$ cat config.mk
export PLATFORM = sky130hd
export DESIGN_NAME = sio_port
export DESIGN_NICKNAME = d
export VERILOG_FILES = /design/src/rtl/sio_pkg.sv /design/src/rtl/sio_clkdiv.sv /design/src/rtl/sio_sync.sv /design/src/rtl/sio_shift.sv /design/src/rtl/sio_port.sv
export SDC_FILE = /design/constraint.sdc
export NUM_CORES = 1
export LEC_CHECK = 0
export CELL_PAD_IN_SITES_DETAIL_PLACEMENT = 1
export CELL_PAD_IN_SITES_GLOBAL_PLACEMENT = 1
export CORE_MARGIN = 3
export CORE_UTILIZATION = 40
export CTS_BUF_LIST = sky130_fd_sc_hd__clkbuf_8 sky130_fd_sc_hd__clkbuf_16
export DETAILED_ROUTE_END_ITERATION = 10
export GPL_ROUTABILITY_DRIVEN = 0
export GPL_TIMING_DRIVEN = 1
export PLACE_DENSITY = 0.78
export SLEW_MARGIN = 20
export SYNTH_ARGS = -nofsm -noshare
export SYNTH_HDL_FRONTEND = slang
export SYNTH_HIERARCHICAL = 1
export SYNTH_SLANG_ARGS = --single-unit
export TNS_END_PERCENT = 30
$ cat constraint.sdc
create_clock -name clk -period 2.45 [get_ports clk]
set_input_delay 0.245 -clock clk [delete_from_list [all_inputs] [get_ports clk]]
set_output_delay 0.245 -clock clk [all_outputs]
set_load 0.1 [all_outputs]
$ cat src/rtl/sio_pkg.sv
package sio_pkg;

    typedef struct packed {
        logic master;
        logic lsb_first;
        logic wide;
    } sio_mode_t;

    typedef enum logic [1:0] {
        ST_IDLE,
        ST_LOW,
        ST_HIGH,
        ST_SLAVE
    } sio_state_e;

endpackage

$ cat src/rtl/sio_clkdiv.sv
module sio_clkdiv #(
    parameter int SEL_W = 4
) (
    input  logic             clk,
    input  logic             rst_n,
    input  logic             run,
    input  logic [SEL_W-1:0] sel,
    output logic             tick
);
    logic [SEL_W-1:0] cnt;

    assign tick = run && (cnt == sel);

    always_ff @(posedge clk or negedge rst_n) begin
        if (!rst_n)
            cnt <= '0;
        else if (!run || tick)
            cnt <= '0;
        else
            cnt <= cnt + 1'b1;
    end

    // the phase counter never runs past the selected length
    p_phase_in_range_r2: assert property (@(posedge clk) disable iff (!rst_n)
        run |-> (cnt <= sel));

endmodule

$ cat src/rtl/sio_sync.sv
module sio_sync #(
    parameter int STAGES = 2
) (
    input  logic clk,
    input  logic rst_n,
    input  logic sck_raw,
    input  logic sdi_raw,
    output logic rise,
    output logic fall,
    output logic sdi_al
);
    logic [STAGES-1:0] sck_p;
    logic [STAGES-1:0] sdi_p;
    logic              sck_last;

    always_ff @(posedge clk or negedge rst_n) begin
        if (!rst_n) begin
            sck_p    <= '1;
            sdi_p    <= '0;
            sck_last <= 1'b1;
        end else begin
            sck_p    <= {sck_p[STAGES-2:0], sck_raw};
            sdi_p    <= {sdi_p[STAGES-2:0], sdi_raw};
            sck_last <= sck_p[STAGES-1];
        end
    end

    assign rise   =  sck_p[STAGES-1] & ~sck_last;
    assign fall   = ~sck_p[STAGES-1] &  sck_last;
    assign sdi_al =  sdi_p[STAGES-1];

endmodule

$ cat src/rtl/sio_shift.sv
module sio_shift #(
    parameter int DATA_W  = 16,
    parameter int SHORT_W = 8
) (
    input  logic              clk,
    input  logic              rst_n,
    input  logic              load,
    input  logic              lsb_first,
    input  logic              wide,
    input  logic [DATA_W-1:0] tx_word,
    input  logic              shift_en,
    input  logic              sample_en,
    input  logic              last,
    input  logic              sdi_bit,
    output logic              sdo,
    output logic [DATA_W-1:0] rx_word
);
    localparam int GAP = DATA_W - SHORT_W;

    logic [DATA_W-1:0] tx_sh, rx_sh, tx_src, rx_next, rx_fin;
    logic              sdo_q;

    always_comb begin
        if (load)
            tx_src = (!lsb_first && !wide) ? (tx_word << GAP) : tx_word;
        else
            tx_src = tx_sh;
        rx_next = lsb_first ? {sdi_bit, rx_sh[DATA_W-1:1]}
                            : {rx_sh[DATA_W-2:0], sdi_bit};
        rx_fin  = (lsb_first && !wide) ? (rx_next >> GAP) : rx_next;
    end

    always_ff @(posedge clk or negedge rst_n) begin
        if (!rst_n) begin
            tx_sh   <= '0;
            rx_sh   <= '0;
            sdo_q   <= 1'b1;
            rx_word <= '0;
        end else begin
            if (shift_en) begin
                sdo_q <= lsb_first ? tx_src[0] : tx_src[DATA_W-1];
                tx_sh <= lsb_first ? (tx_src >> 1) : (tx_src << 1);
            end else if (load) begin
                tx_sh <= tx_src;
            end
            if (load)
                rx_sh <= '0;
            else if (sample_en) begin
                rx_sh <= rx_next;
                if (last)
                    rx_word <= rx_fin;
            end
        end
    end

    assign sdo = sdo_q;

    // the data output moves only when a falling edge presents a bit
    p_sdo_only_on_fall_r3: assert property (@(posedge clk) disable iff (!rst_n)
        !shift_en |=> $stable(sdo_q));

endmodule

$ cat src/rtl/sio_port.sv
module sio_port #(
    parameter int DATA_W      = 16,
    parameter int SHORT_W     = 8,
    parameter int SEL_W       = 4,
    parameter int SYNC_STAGES = 2
) (
    input  logic              clk,
    input  logic              rst_n,
    input  logic              cfg_master,
    input  logic              cfg_lsb_first,
    input  logic              cfg_wide,
    input  logic [SEL_W-1:0]  cfg_div_sel,
    input  logic [DATA_W-1:0] tx_word,
    input  logic              start,
    output logic [DATA_W-1:0] rx_word,
    output logic              done,
    input  logic              sck_in,
    output logic              sck_out,
    output logic              sck_oe,
    input  logic              sdi,
    output logic              sdo
);
    import sio_pkg::*;

    localparam int CNT_W = $clog2(DATA_W + 1);

    sio_state_e       state, state_nxt;
    sio_mode_t        mode_q, mode_nxt;
    logic [SEL_W-1:0] div_q;
    logic [CNT_W-1:0] bit_cnt, nbits;
    logic             load, shift_en, sample_en, last, finish;
    logic             tick, run, edge_rise, edge_fall, sdi_al, sdi_bit;
    logic             done_q, sck_q, oe_q;

    assign run      = (state == ST_LOW) || (state == ST_HIGH);
    assign nbits    = mode_q.wide ? CNT_W'(DATA_W) : CNT_W'(SHORT_W);
    assign mode_nxt = load ? '{master: cfg_master, lsb_first: cfg_lsb_first, wide: cfg_wide}
                           : mode_q;
    assign sdi_bit  = mode_q.master ? sdi : sdi_al;

    sio_clkdiv #(.SEL_W(SEL_W)) u_div (
        .clk(clk), .rst_n(rst_n), .run(run), .sel(div_q), .tick(tick)
    );

    sio_sync #(.STAGES(SYNC_STAGES)) u_sync (
        .clk(clk), .rst_n(rst_n), .sck_raw(sck_in), .sdi_raw(sdi),
        .rise(edge_rise), .fall(edge_fall), .sdi_al(sdi_al)
    );

    sio_shift #(.DATA_W(DATA_W), .SHORT_W(SHORT_W)) u_shift (
        .clk(clk), .rst_n(rst_n), .load(load),
        .lsb_first(mode_nxt.lsb_first), .wide(mode_nxt.wide),
        .tx_word(tx_word), .shift_en(shift_en), .sample_en(sample_en),
        .last(last), .sdi_bit(sdi_bit), .sdo(sdo), .rx_word(rx_word)
    );

    // state register
    always_ff @(posedge clk or negedge rst_n) begin
        if (!rst_n)
            state <= ST_IDLE;
        else
            state <= state_nxt;
    end

    // next state and strobes
    always_comb begin
        state_nxt = state;
        load      = 1'b0;
        shift_en  = 1'b0;
        sample_en = 1'b0;
        last      = 1'b0;
        finish    = 1'b0;
        unique case (state)
            ST_IDLE: begin
                if (start) begin
                    load = 1'b1;
                    if (cfg_master) begin
                        state_nxt = ST_LOW;
                        shift_en  = 1'b1;
                    end else begin
                        state_nxt = ST_SLAVE;
                    end
                end
            end
            ST_LOW: begin
                if (tick) begin
                    state_nxt = ST_HIGH;
                    sample_en = 1'b1;
                    last      = (bit_cnt == nbits - 1'b1);
                end
            end
            ST_HIGH: begin
                if (tick) begin
                    if (bit_cnt == nbits) begin
                        state_nxt = ST_IDLE;
                        finish    = 1'b1;
                    end else begin
                        state_nxt = ST_LOW;
                        shift_en  = 1'b1;
                    end
                end
            end
            ST_SLAVE: begin
                if (edge_fall)
                    shift_en = 1'b1;
                if (edge_rise) begin
                    sample_en = 1'b1;
                    if (bit_cnt == nbits - 1'b1) begin
                        last      = 1'b1;
                        finish    = 1'b1;
                        state_nxt = ST_IDLE;
                    end
                end
            end
            default: state_nxt = ST_IDLE;
        endcase
    end

    // datapath and registered outputs
    always_ff @(posedge clk or negedge rst_n) begin
        if (!rst_n) begin
            mode_q  <= '0;
            div_q   <= '0;
            bit_cnt <= '0;
            done_q  <= 1'b0;
            sck_q   <= 1'b1;
            oe_q    <= 1'b0;
        end else begin
            mode_q <= mode_nxt;
            if (load) begin
                div_q   <= cfg_div_sel;
                bit_cnt <= '0;
                done_q  <= 1'b0;
            end else begin
                if (sample_en)
                    bit_cnt <= bit_cnt + 1'b1;
                if (finish)
                    done_q <= 1'b1;
            end
            sck_q <= (state_nxt != ST_LOW);
            oe_q  <= (state_nxt == ST_LOW) || (state_nxt == ST_HIGH);
        end
    end

    assign done    = done_q;
    assign sck_out = sck_q;
    assign sck_oe  = oe_q;

    // done only rises at the end of a running frame
    p_done_from_busy_r7: assert property (@(posedge clk) disable iff (!rst_n)
        $rose(done) |-> ($past(state) != ST_IDLE));

    // an accepted start clears done on the next cycle
    p_start_clears_done_r7: assert property (@(posedge clk) disable iff (!rst_n)
        (start && state == ST_IDLE) |=> !done);

    // captured mode and divider hold while a frame runs
    p_cfg_held_r9: assert property (@(posedge clk) disable iff (!rst_n)
        (state != ST_IDLE) |=> ($stable(mode_q) && $stable(div_q)));

    // the clock is never driven while following an external clock
    p_slave_no_drive_r8: assert property (@(posedge clk) disable iff (!rst_n)
        (state == ST_SLAVE) |-> !sck_oe);

    // the bit counter never passes the frame length
    p_bits_bounded_r5: assert property (@(posedge clk) disable iff (!rst_n)
        bit_cnt <= nbits);

endmodule

==> impl_metrics.yaml <==
synth:
  synth_xor_area_frac: 0.0143
  synth-async-reset-ratio: 1.00
  synth_edf_count: 0
  yosys_warnings: 6
  synthMuxAreaShare: 0.0704
  synth_compound_area_frac: 0.221
  ys_ff_latch: 75
  yosys_most_used_dff: "dfrtp_1"
  synth_fa_ha_area_frac: 0.0234
  syn_nets: 488
  syn_inst: 452
  synth_cell_types: 62
  syn_area_sq_um: 4280
  synth_top_family_by_area: "compound AO/OA/AOI/OAI gates"
  synth-simple-area-share: 0.171
  syn_avg_cell_area_sq_um: 9.48
  ys_seq_area_frac: 0.440
route:
  remaining_drc_errors: 0
  drt_first_iter_violations: 180
  avgRoutedWirePerCell_um: 18.4
  vias_per_cell: 5.66
  routed_wl_um: 11800
  ant_nets: 0
  drt_pass1_iterations: 4
  via_count: 3624
critical_path:
  arrival_ns: 2.55
  reg2reg_to: "u_shift/tx_sh[13]"
  r2r_slack_ns: 0.13
  r2r_cells: 10
  crit_end: "u_shift/tx_sh[13]"
  crit_start: "state[0]"
  crit_type: "reg -> reg"
  critPathLaunchType: "flip-flop"
  endpoint_kind: "flip-flop"
  crit_required_ns: 2.68
  cp_max_fo: 6
  r2r_start: "state[0]"
place:
  dp.cells: 624
  dpl.hpwl_um: 7970
  numPortBuffers: 47
final_layout:
  fin_util: 0.495
  num_antenna_cells: 0
  finalNonFillerCells: 640
  n_fill_cell: 1183
  layout.nets: 535
  syn_to_final_growth_pct: 19.8
  drive_above_1_share: 0.179
cts:
  cts_resized: 0
  clock_latency_ns: 0.35
  numCtsBuffers: 9
  cts-root-buf: "clkbuf_8"
  cts_tree: "done"
  post_cts_buffers: 0
  htree_levels: 3
  cts.sinks: 75
  clockBufferDepth: 2
  clk_pin_slew_ns: 0.08
  ctsHoldBuffers: 0
global_route:
  grt_pass1_wl_um: 19700
  grt_overflow: 0
  grt_pass1_vias: 3829
  grt_start_max_net_pins: 76
  antenna_found_initial: 0
  grt_usage: 0.207
run_status:
  status: "finished clean"
floorplan:
  rows: 37
  start_util: 0.413
  num_io_pins: 48
  die_h_um: 109
  die_area_sq_um: 12000
  core_sq_um: 10400
  die_w_um: 109
timing:
  totalNegativeSetupSlack_ns: 0
  tightest_slew_ns: 0.996
  slew_violations: 0
  hold_violations: 0
  setup_viol: 0
  fin_crit_ns: 2.32
  finalCritPeriodShare: 0.948
  holdWs_ns: 0.0360
  max_slew_margin: 0.336
  rsz0062_at_grt: "yes"
  fmax_mhz: 431
  fin_skew_ns: 0.00982
job:
  cap_violations: 0
power_and_ir_drop:
  ir_drop_uv: 497
  report.power.total_w: 0.00586
  total_leakage_power_nw: 2.19
  p_per_area_nw_per_um2: 1140
hold_path:
  min_path_type: "in -> async"
## critical path: stages, from the launching register on
cell	delay (ns)
dfrtp_1	0.37
inv_1	0.06
ha_1	0.33
inv_1	0.09
nor2_2	0.12
nand2_1	0.08
or2_2	0.30
o22ai_4	0.21
buf_4	0.20
a311oi_1	0.05
or3_1	0.39
## logic make-up after synthesis
family,Yosys count
xor+xnor,7
flops,75
mux,29
fa+ha+maj,8
buf+inv,48
compound gates,143
simple gates,142
## per-stage QoR
step                worst slack, ns  area [sq um]
floorplan                    0.0367          4290
global placement              0.136          4890
detailed placement           0.0593          4890
CTS                          0.0208          5120
global route               -0.00375          5130
finish                        0.128          5130
## final cells by class
cell class | count | area, sq um | area share
Multi-Input combinational cell | 329 | 2160 | 0.421
Sequential cell | 75 | 1880 | 0.367
Timing Repair Buffer | 68 | 626 | 0.122
Tap cell | 136 | 170 | 0.0331
Clock buffer | 10 | 138 | 0.0268
Clock inverter | 6 | 96.3 | 0.0188
Inverter | 16 | 60.1 | 0.0117
## routing by layer
layer	vias to the layer above	global-route usage	wire length, um
li1	1731	-	-
met1	1829	0.286	5530
met2	50	0.339	5800
met3	14	0.0282	291
met4	0	0.0588	156
met5	-	0	0
## flip-flops by register name (all words and copies together) (netlist names)
signal           cells
u_shift/sdo          1
div_q                4
state                2
u_sync/sck_p         2
u_sync/sdi_p         2
u_shift/tx_sh       16
sck_out              1
u_shift/rx_sh       16
done                 1
mode_q               3
u_sync/sck_last      1
u_div/cnt            4
bit_cnt              5
sck_oe               1
u_shift/rx_word     16
## cell usage after synthesis (all sizes together), types with 2 or more instances
cell type  instances  share of area
dfrtp             70           0.41
nand2             46          0.040
o21ai             35          0.041
a211oi            31          0.055
a21oi             30          0.035
nor2              30          0.026
buf               23          0.038
mux2i             20          0.047
nor2b             19          0.028
inv               16          0.014
a22oi              9          0.017
clkbuf             9         0.0091
mux2               9          0.024
and2               8          0.012
and3               8          0.012
ha                 8          0.023
or3                8          0.012
a31oi              7          0.010
or3b               7          0.014
a311oi             6          0.012
dfstp              5          0.031
xnor2              5          0.010
o22ai              4         0.0058
nand3              3         0.0035
o31ai              3         0.0053
nand2b             2         0.0029
nand3b             2         0.0035
nor3b              2         0.0047
nor4               2         0.0029
o211ai             2         0.0035
o21a               2         0.0038
o311ai             2         0.0041
o31a               2         0.0041
xor2               2         0.0041
## layout by cell type, fill, tap and decap left out, drive strengths merged, types with 19 or more instances in the layout
cell           netlist  final
o21ai               35     35
clkdlybuf4s50        0     26
dfrtp               70     70
nor2b               19     19
nand2               46     46
buf                 23     42
a211oi              31     31
a21oi               30     30
mux2i               20     20
nor2                30     30
## power by group
part | internal [W] | total, W | switching [W]
sequential | 0.00158 | 0.00182 | 0.000230
combinational | 0.00117 | 0.00290 | 0.00173
clock | 0.000615 | 0.00114 | 0.000521
total | 0.00337 | 0.00586 | 0.00248
## worst min path at each step
stage	startpoint	end	slack (ns)	cells after the start
after global placement	u_sync/sdi_p[0]	u_sync/sdi_p[1]	0.34	0
after global routing	rst_n	u_shift/tx_sh[10]	0.10	1
after detailed placement	u_sync/sdi_p[0]	u_sync/sdi_p[1]	0.34	0
after CTS	rst_n	bit_cnt[2]	0.09	1
after floorplan	rst_n	bit_cnt[0]	-0.05	0
final	rst_n	u_shift/tx_sh[10]	0.04	1
Note: power is estimated with default switching activity, not from simulation.
